[src/rtl/i2c_bm_pkg.sv]
package i2c_bm_pkg;
  typedef enum logic [1:0] {PH_IDLE, PH_START, PH_BITS, PH_STOP} phase_e;

  localparam int CB_DIR   = 0;
  localparam int CB_START = 1;
  localparam int CB_STOP  = 2;
  localparam int CB_NACK  = 4;
  localparam int CB_KEEP  = 6;
  localparam int CB_BUSY  = 7;

  localparam int BYTE_W = 8;
endpackage

[src/rtl/i2c_bm_qtimer.sv]
module i2c_bm_qtimer #(
  parameter int DIV_W = 12
) (
  input  logic             clk,
  input  logic             rst_n,
  input  logic             clr,
  input  logic             en,
  input  logic [DIV_W-1:0] div,
  output logic             tick
);
  logic [DIV_W-1:0] cnt_q, cnt_d;
  logic             cnt_en;

  assign tick   = en && (cnt_q == div);
  assign cnt_en = clr || en;

  always_comb begin
    cnt_d = cnt_q;
    if (clr || tick) cnt_d = '0;
    else if (en)     cnt_d = cnt_q + 1'b1;
  end

  always_ff @(posedge clk or negedge rst_n) begin
    if (!rst_n)      cnt_q <= '0;
    else if (cnt_en) cnt_q <= cnt_d;
  end
endmodule

[src/rtl/i2c_bm_engine.sv]
module i2c_bm_engine
  import i2c_bm_pkg::*;
#(
  parameter int DIV_W = 12
) (
  input  logic              clk,
  input  logic              rst_n,
  input  logic              go,
  input  logic              go_dir,
  input  logic              go_start,
  input  logic              go_stop,
  input  logic [BYTE_W-1:0] go_byte,
  input  logic [DIV_W-1:0]  div,
  input  logic              scl_i,
  input  logic              sda_i,
  output logic              scl_pull,
  output logic              sda_pull,
  output logic              done,
  output logic [BYTE_W-1:0] rx_byte,
  output logic              nack
);
  localparam logic [3:0] ACK_BIT = 4'(BYTE_W);

  phase_e            phase_q, phase_d;
  logic [2:0]        step_q, step_d;
  logic [3:0]        bitn_q, bitn_d;
  logic [BYTE_W-1:0] sh_q, sh_d;
  logic              samp_q, samp_d, nack_q, nack_d;
  logic              rd_q, rd_d, sp_q, sp_d, park_q, park_d;
  logic [1:0]        pulls_q, pulls_d;
  logic              go_ok, tick, wait_line, st_en;

  function automatic logic [1:0] line_pulls(phase_e ph, logic [2:0] st, logic [3:0] bn,
                                            logic b7, logic rd, logic sp, logic park,
                                            logic sda_prev);
    logic scl, sda;
    scl = 1'b0;
    sda = 1'b0;
    case (ph)
      PH_IDLE:  scl = park;
      PH_START: begin
        scl = (st == 3'd0);
        sda = (st >= 3'd3);
      end
      PH_BITS: begin
        scl = (st < 3'd2) || (st == 3'd4);
        if (st == 3'd0 || st == 3'd4) sda = sda_prev;
        else if (bn < ACK_BIT)        sda = !rd && !b7;
        else                          sda = rd && !sp;
      end
      PH_STOP: begin
        scl = (st == 3'd0);
        sda = (st < 3'd3);
      end
      default: ;
    endcase
    return {scl, sda};
  endfunction

  assign go_ok     = go && (phase_q == PH_IDLE);
  assign wait_line = ((phase_q == PH_START) && (step_q == 3'd1)) ||
                     ((phase_q == PH_BITS)  && (step_q == 3'd2)) ||
                     ((phase_q == PH_STOP)  && (step_q == 3'd1));
  assign st_en     = go_ok || tick;

  i2c_bm_qtimer #(.DIV_W(DIV_W)) u_qtimer (
    .clk   (clk),
    .rst_n (rst_n),
    .clr   (go_ok),
    .en    ((phase_q != PH_IDLE) && (!wait_line || scl_i)),
    .div   (div),
    .tick  (tick)
  );

  always_comb begin
    phase_d = phase_q;
    step_d  = step_q;
    bitn_d  = bitn_q;
    sh_d    = sh_q;
    samp_d  = samp_q;
    nack_d  = nack_q;
    rd_d    = rd_q;
    sp_d    = sp_q;
    park_d  = park_q;
    done    = 1'b0;
    if (go_ok) begin
      phase_d = go_start ? PH_START : PH_BITS;
      step_d  = 3'd0;
      bitn_d  = 4'd0;
      sh_d    = go_dir ? '1 : go_byte;
      nack_d  = 1'b0;
      rd_d    = go_dir;
      sp_d    = go_stop;
    end else if (tick) begin
      step_d = step_q + 3'd1;
      case (phase_q)
        PH_START: if (step_q == 3'd4) begin
          phase_d = PH_BITS;
          step_d  = 3'd0;
        end
        PH_BITS: begin
          if (step_q == 3'd2) begin
            samp_d = sda_i;
            if (bitn_q == ACK_BIT && !rd_q) nack_d = sda_i;
          end
          if (step_q == 3'd3 && bitn_q != ACK_BIT) begin
            sh_d   = {sh_q[BYTE_W-2:0], samp_q};
            bitn_d = bitn_q + 4'd1;
            step_d = 3'd0;
          end
          if (step_q == 3'd4) begin
            step_d = 3'd0;
            if (sp_q) phase_d = PH_STOP;
            else begin
              phase_d = PH_IDLE;
              park_d  = 1'b1;
              done    = 1'b1;
            end
          end
        end
        PH_STOP: if (step_q == 3'd3) begin
          phase_d = PH_IDLE;
          step_d  = 3'd0;
          park_d  = 1'b0;
          done    = 1'b1;
        end
        default: ;
      endcase
    end
    pulls_d = line_pulls(phase_d, step_d, bitn_d, sh_d[BYTE_W-1], rd_d, sp_d, park_d, pulls_q[0]);
  end

  always_ff @(posedge clk or negedge rst_n) begin
    if (!rst_n) begin
      phase_q <= PH_IDLE;
      step_q  <= '0;
      bitn_q  <= '0;
      sh_q    <= '0;
      samp_q  <= 1'b0;
      nack_q  <= 1'b0;
      rd_q    <= 1'b0;
      sp_q    <= 1'b0;
      park_q  <= 1'b0;
      pulls_q <= '0;
    end else if (st_en) begin
      phase_q <= phase_d;
      step_q  <= step_d;
      bitn_q  <= bitn_d;
      sh_q    <= sh_d;
      samp_q  <= samp_d;
      nack_q  <= nack_d;
      rd_q    <= rd_d;
      sp_q    <= sp_d;
      park_q  <= park_d;
      pulls_q <= pulls_d;
    end
  end

  assign scl_pull = pulls_q[1];
  assign sda_pull = pulls_q[0];
  assign rx_byte  = sh_q;
  assign nack     = nack_q;
endmodule

[src/rtl/i2c_byte_master.sv]
module i2c_byte_master
  import i2c_bm_pkg::*;
#(
  parameter int DIV_W = 12
) (
  input  logic             clk,
  input  logic             rst_n,
  input  logic             bus_wr,
  input  logic             bus_sel,
  input  logic [7:0]       bus_wdata,
  output logic [7:0]       data_rd,
  output logic [7:0]       ctrl_rd,
  input  logic [DIV_W-1:0] quarter_div,
  input  logic             scl_i,
  input  logic             sda_i,
  output logic             scl_pull,
  output logic             sda_pull
);
  logic [1:0]        rs_q;
  logic              core_rst_n;
  logic [BYTE_W-1:0] data_q, data_d, rx_byte;
  logic              busy_q, busy_d, keep_q, keep_d;
  logic              stop_q, stop_d, start_q, start_d, dir_q, dir_d;
  logic              wr_data, wr_ctrl, go, done, nack, upd;

  always_ff @(posedge clk or negedge rst_n) begin
    if (!rst_n) rs_q <= '0;
    else        rs_q <= {rs_q[0], 1'b1};
  end
  assign core_rst_n = rs_q[1];

  assign wr_data = bus_wr && !bus_sel && !busy_q;
  assign wr_ctrl = bus_wr &&  bus_sel && !busy_q;
  assign go      = wr_ctrl && bus_wdata[CB_BUSY];
  assign upd     = wr_data || wr_ctrl || done;

  always_comb begin
    data_d  = data_q;
    busy_d  = busy_q;
    keep_d  = keep_q;
    stop_d  = stop_q;
    start_d = start_q;
    dir_d   = dir_q;
    if (wr_data) data_d = bus_wdata;
    if (wr_ctrl) begin
      busy_d  = bus_wdata[CB_BUSY];
      keep_d  = bus_wdata[CB_KEEP];
      stop_d  = bus_wdata[CB_STOP];
      start_d = bus_wdata[CB_START];
      dir_d   = bus_wdata[CB_DIR];
    end
    if (done) begin
      busy_d = 1'b0;
      if (dir_q) data_d = rx_byte;
    end
  end

  always_ff @(posedge clk or negedge core_rst_n) begin
    if (!core_rst_n) begin
      data_q  <= '0;
      busy_q  <= 1'b0;
      keep_q  <= 1'b0;
      stop_q  <= 1'b0;
      start_q <= 1'b0;
      dir_q   <= 1'b0;
    end else if (upd) begin
      data_q  <= data_d;
      busy_q  <= busy_d;
      keep_q  <= keep_d;
      stop_q  <= stop_d;
      start_q <= start_d;
      dir_q   <= dir_d;
    end
  end

  i2c_bm_engine #(.DIV_W(DIV_W)) u_engine (
    .clk      (clk),
    .rst_n    (core_rst_n),
    .go       (go),
    .go_dir   (bus_wdata[CB_DIR]),
    .go_start (bus_wdata[CB_START]),
    .go_stop  (bus_wdata[CB_STOP]),
    .go_byte  (data_q),
    .div      (quarter_div),
    .scl_i    (scl_i),
    .sda_i    (sda_i),
    .scl_pull (scl_pull),
    .sda_pull (sda_pull),
    .done     (done),
    .rx_byte  (rx_byte),
    .nack     (nack)
  );

  assign data_rd = data_q;
  assign ctrl_rd = {busy_q, keep_q, 1'b0, nack, 1'b0, stop_q, start_q, dir_q};
endmodule

[config.mk]
export PLATFORM = sky130hd
export DESIGN_NAME = i2c_byte_master
export DESIGN_NICKNAME = d
export VERILOG_FILES = /design/src/rtl/i2c_bm_pkg.sv /design/src/rtl/i2c_bm_qtimer.sv /design/src/rtl/i2c_bm_engine.sv /design/src/rtl/i2c_byte_master.sv
export SDC_FILE = /design/constraint.sdc
export NUM_CORES = 1
export LEC_CHECK = 0
export BUFFER_PORTS_ARGS = -buffer_cell sky130_fd_sc_hd__buf_2
export CORE_ASPECT_RATIO = 1.2
export CORE_MARGIN = 2
export CORE_UTILIZATION = 40
export DETAILED_ROUTE_END_ITERATION = 6
export PLACE_DENSITY_LB_ADDON = 0.2
export SLEW_MARGIN = 25
export SYNTH_ARGS = -nofsm -noshare
export SYNTH_HDL_FRONTEND = slang
export SYNTH_SLANG_ARGS = --single-unit
[constraint.sdc]
create_clock -name clk -period 1.5 [get_ports clk]
set_clock_uncertainty 0.05 [all_clocks]
set_input_delay 0.225 -clock clk [delete_from_list [all_inputs] [get_ports clk]]
set_output_delay 0.225 -clock clk [all_outputs]
set_load 0.05 [all_outputs]
; ---- After elaboration in Yosys (flattened, before gate mapping)
; Cells that the tools add are included.
[word_totals]
regBits = 51
in_bits = 26
word_cells = 147
[classes]
addsub = 3
n_lt_le_gt_ge = 4
n_eq_ne = 15
n_mux = 54
bitwise = 1
reduce_logical = 50
[ops]
columns = cell, n
row1 = 8-bit two-way mux, 8
row2 = 12-bit two-way mux, 2
row3 = 1-bit two-way mux, 21
row4 = 3-bit two-way mux, 6
row5 = 4-bit two-way mux, 4
row6 = 2-bit nonzero test, 8
row7 = 1-bit logical AND, 15
row8 = 2-bit two-way mux, 7
row9 = "12-bit by 1-bit adder with 12-bit output, second input constant", 1
row10 = 12-bit == test, 1
row11 = 5-bit AND reduction, 2
row12 = 1-bit logical OR, 9
row13 = 3-bit one-hot mux with 3 select lines, 1
row14 = "2-bit == test, second input constant", 4
row15 = 2-bit AND reduction, 4
row16 = 1-bit zero test, 7
row17 = "3-bit by 2-bit == test with 1-bit output, second input constant", 2
row18 = "3-bit == test, second input constant", 2
row19 = "3-bit by 2-bit less-than comparator with 1-bit output, second input constant", 2
row20 = 1-bit one-hot mux with 3 select lines, 2
row21 = 2-bit one-hot mux with 3 select lines, 1
row22 = "4-bit by 1-bit adder with 4-bit output, second input constant", 1
row23 = "2-bit by 1-bit == test with 1-bit output, second input constant", 2
row24 = "4-bit == test, second input constant", 1
row25 = 12 further kinds, 14

; ---- Logic depth before layout (Yosys ltp)
[logic_depth]
ltp_word = 15
ltp_mapped = 11
ltp_nobuf = 10

; ---- Hierarchy
; A second synthesis with hierarchy kept.
[hier_totals]
hier_cells = 327
area_unflattened_um2 = 3164.3
[modules_own_cells]
columns = module, instances, cells_per_inst, area_each_um2, seq_area_each_um2
row1 = i2c_bm_engine, 1, 195, 1674.1, 600.6
row2 = i2c_bm_qtimer, 1, 78, 800.8, 300.3
row3 = i2c_byte_master, 1, 54, 689.4, 375.4

; ---- Least setup slack after synthesis
; Ideal clock, no wire load.
[synth_path]
kind = register to register
startpoint = register u_engine.step_q[0]
endpoint = register u_engine.pulls_q[0]
arrival_time_ns = 2.318
t_required_ns = 1.312
setup_slack_ns = -1.006
stages_incl_launch_ff = 10
path_buffers = 0
period_less_slack_ns = 2.506
cell_sequence = dfrtp_1 > inv_1 > ha_1 > mux2i_1 > o32ai_2 > nor4_1 > nor2_1 > or4_1 > o311ai_1 > a221oi_2
[synth_via]
elab_chain_len = 15
[synth_lines]
columns = item, line_no
row1 = "start, declared", i2c_bm_engine.sv:25  ; logic [2:0] step_q, step_d;
row2 = "start signal, assigned", i2c_bm_engine.sv:147  ; step_q <= step_d;
row3 = "parallel branches: the longest is 15 deep, another holds 4-bit less-than comparator", -
row4 = "end signal, assigned", i2c_bm_engine.sv:155  ; pulls_q <= pulls_d;
row5 = "end, declared", i2c_bm_engine.sv:30  ; logic [1:0] pulls_q, pulls_d;
; Parallel ways; which one is timed is not known. The select of a mux whose other input is x is not followed.
; A chain may end at the register's enable or synchronous reset.

; ---- Worst setup path in the final report
; Same ends and word-level chain as after synthesis.

==> results.yml <==
sta:
  period_share_pct: 164.7
  maxSlewViolCount: 0
  setup_viol: 45
  fin_ws_ns: -0.9711
  period_needed_ns: 2.471
  hold_slack_ns: 0.1055
  setup_tns_ns: -29.83
  hold_viol_final: 0
  fmax_mhz: 404.7
  rsz0062_at_grt: "true"
worst_setup_path:
  crit_arrival_ns: 2.61
  cp_cell_sequence: "buf_12, ha_4, mux2i_4, o32a_4, nand4_4, mux2_4, or4_4, o311ai_2, a221oi_2"
  r2r_setup_slack_ns: -0.97
  cp.required_ns: 1.64
  cp_max_fo: 4
  r2r-end: "u_engine.pulls_q[0]$_DFFE_PN0P_"
  reg2reg_depth: 9
  critPathKind: "register to register"
  cp_top_family: "simple AND/OR/NAND/NOR gates"
  end_kind: "register"
  cp_num_buf_inv: 1
  crit_start: "u_engine.step_q[0]$_DFFE_PN0N_"
  cp-endpoint: "u_engine.pulls_q[0]$_DFFE_PN0P_"
  critPathSlowestCell: "or4_4"
  cpPeakStageDelay_ns: 0.52
  crit_path_start_kind: "register"
  cp.depth: 9
  reg2reg_from: "u_engine.step_q[0]$_DFFE_PN0N_"
synth:
  synth-edff-count: 0
  ys_types: 59
  synth-seq-cells: 51
  ys_async_sr_fraction_pct: 100.0
  yosys_most_used_dff: "dfrtp_1"
  syn_inst: 321
  syn_area_per_cell_um2: 9.542
  yosysSeqAreaShare_pct: 41.67
  yosys_warnings: 0
  synth_area_mm2: 0.003063
pwr:
  p_leak_nw: 2.191
  irDropWorstVdd_mv: 0.9196
  p_total_mw: 3.746
  p_per_area_mw_per_mm2: 772.7
floorplan:
  start_util_pct: 41.62
  rows: 34
  die_w_um: 83.88
  dieHeight_um: 99.86
  core_mm2: 0.007360
  io_pins: 44
  die_area_mm2: 0.008376
final_layout:
  area_growth_pct: 58.29
  fin_area_mm2: 0.004848
  drive_above_1_share_pct: 56.14
  regArea_mm2: 0.001281
  final_cell_mix: "buf_4 (80), dfrtp_1 (47), buf_2 (41)"
  antennaDiodeCount: 0
  final_common_cell: "buf_4"
  nFillCells: 610
  multi_input_area_mm2: 0.002157
  fin_nets: 490
global_route:
  grt_max_degree: 50
  antenna_found_initial: 0
  grt_overflow: 0
  track_usage_pct: 22.37
  grt_pass1_vias: 3021
  grt_first_pass_wirelength_um: 14920
placed_design:
  gp_congestion: 0.8665
  port_buffers: 41
  hpwl_um: 6255
  dpl_cell_area_mm2: 0.004041
routing:
  drt_pre_antenna_iters: 6
  via_count: 2928
  wl_um: 9227
  antenna_left: 0
  drt-vias-per-instance: 5.363
  drt-wirelength-per-cell_um: 16.90
  drt_iter0_markers: 95
  post-route-drc-count: 0
clock_tree:
  clockBufferDepth: 2
  cts_tree: "yes"
  clock_sinks: 51
  cts_buffers: 5
  htreeDepth: 2
  clkTransAtPathRegs_ns: 0.10
  clk_latency_ns: 0.32
  clockRootBuffer: "clkbuf_8"
run_status:
  status: "finished, violations left"
  violations: "setup timing"
hold_path:
  min_path_type: "input pin to register"
job:
  maxCapViolCount: 0
## synth_stat cells, drive strengths merged, types with 3 or more instances
cell	count	area share [%]
or4	3	0.86
nor2	37	4.5
nand2	25	3.1
xor2	5	1.4
and4	3	0.86
ha	9	3.7
clkbuf	5	0.61
mux2i	20	6.5
mux2	6	2.2
a21o	3	0.74
nand4	10	2.5
nor3	13	2.3
a21oi	23	3.8
o21ai	3	0.49
dfrtp	51	42
nor4	3	0.61
nand3	11	1.8
inv	14	1.7
a31oi	3	0.61
buf	18	3.8
xnor2	16	4.8
## worst reg2reg max path, stage by stage, from the launching register on
cell,delay (ns)
dfrtp_2,0.47
buf_12,0.14
ha_4,0.15
mux2i_4,0.19
o32a_4,0.21
nand4_4,0.12
mux2_4,0.35
or4_4,0.52
o311ai_2,0.09
a221oi_2,0.06
## final cells by class
type | instances | share of cell area, %
clock buffer | 6 | 1.703
sequential | 51 | 26.43
tap | 90 | 2.323
inverter | 14 | 1.187
timing repair buffer | 148 | 23.59
clock inverter | 2 | 0.2839
multi-input combinational | 235 | 44.49
## timing repair
action	in CTS	in global routing
buffers inserted	13	9
endpoints found under the hold margin	2	0
gates resized for setup	71	59
pin swaps	24	33
gates cloned	1	1
setup endpoints to repair	45	45
hold buffers	1	0
## through the flow
| stage | std cells | util, % | worst slack (ns) |
|---|---|---|---|
| 2_1_floorplan | 322 | - | -0.8075 |
| 3_3_place_gp | 516 | 54.91 | -0.9003 |
| 3_5_place_dp | 516 | 54.91 | -0.9966 |
| 4_1_cts | 539 | 61.59 | -0.9632 |
| 5_1_grt | 546 | 65.88 | -1.039 |
| 6_report | 546 | 65.88 | -0.9711 |
## state kept, by name, summed over array words and instances, names as in the netlist, 2 cells and up
register	flops
u_engine.phase_q	2
u_engine.rx_byte	8
u_engine.pulls_q	2
data_rd	8
u_engine.step_q	3
u_engine.u_qtimer.cnt_q	12
rs_q	2
u_engine.bitn_q	4
## worst min path at each step
stage	start	cells past startpoint	end	slack, ns
global placement	rst_n	1	rs_q[0]$_DFF_PN0_	-0.04
floorplan	rst_n	0	rs_q[0]$_DFF_PN0_	-0.12
global route	sda_i	2	u_engine.samp_q$_DFFE_PN0P_	0.11
finish	bus_wdata[6]	2	keep_q$_DFFE_PN0P_	0.11
CTS	bus_wdata[6]	2	keep_q$_DFFE_PN0P_	0.10
detailed placement	rst_n	1	rs_q[0]$_DFF_PN0_	-0.04
## cell families (layout without fill, tap and decap cells)
| family | Yosys count | after routing | share of synthesized area (%) |
|---|---|---|---|
| simple gates | 117 | 118 | 19.61 |
| xor+xnor | 21 | 21 | 6.250 |
| other cells | 2 | 3 | 0.2452 |
| fa+ha+maj | 9 | 9 | 3.677 |
| compound gates | 58 | 58 | 13.68 |
| buf+inv | 37 | 170 | 6.127 |
| mux | 26 | 26 | 8.742 |
| flops | 51 | 51 | 41.67 |
## power breakdown
part | total (mW) | internal, mW | switching [mW] | leakage, nW
registers | 1.62 | 1.50 | 0.118 | 0.648
logic | 1.24 | 0.607 | 0.632 | 1.49
clock network | 0.888 | 0.379 | 0.509 | 0.0516
## per-layer routing
metal	vias up	global-route usage [%]	wire length, µm
li1	1405	-	-
met1	1435	26.89	3819
met2	77	41.78	4910
met3	11	2.796	341
met4	0	6.700	155
met5	-	0	0
No activity file was read; power rests on OpenSTA's default activity.
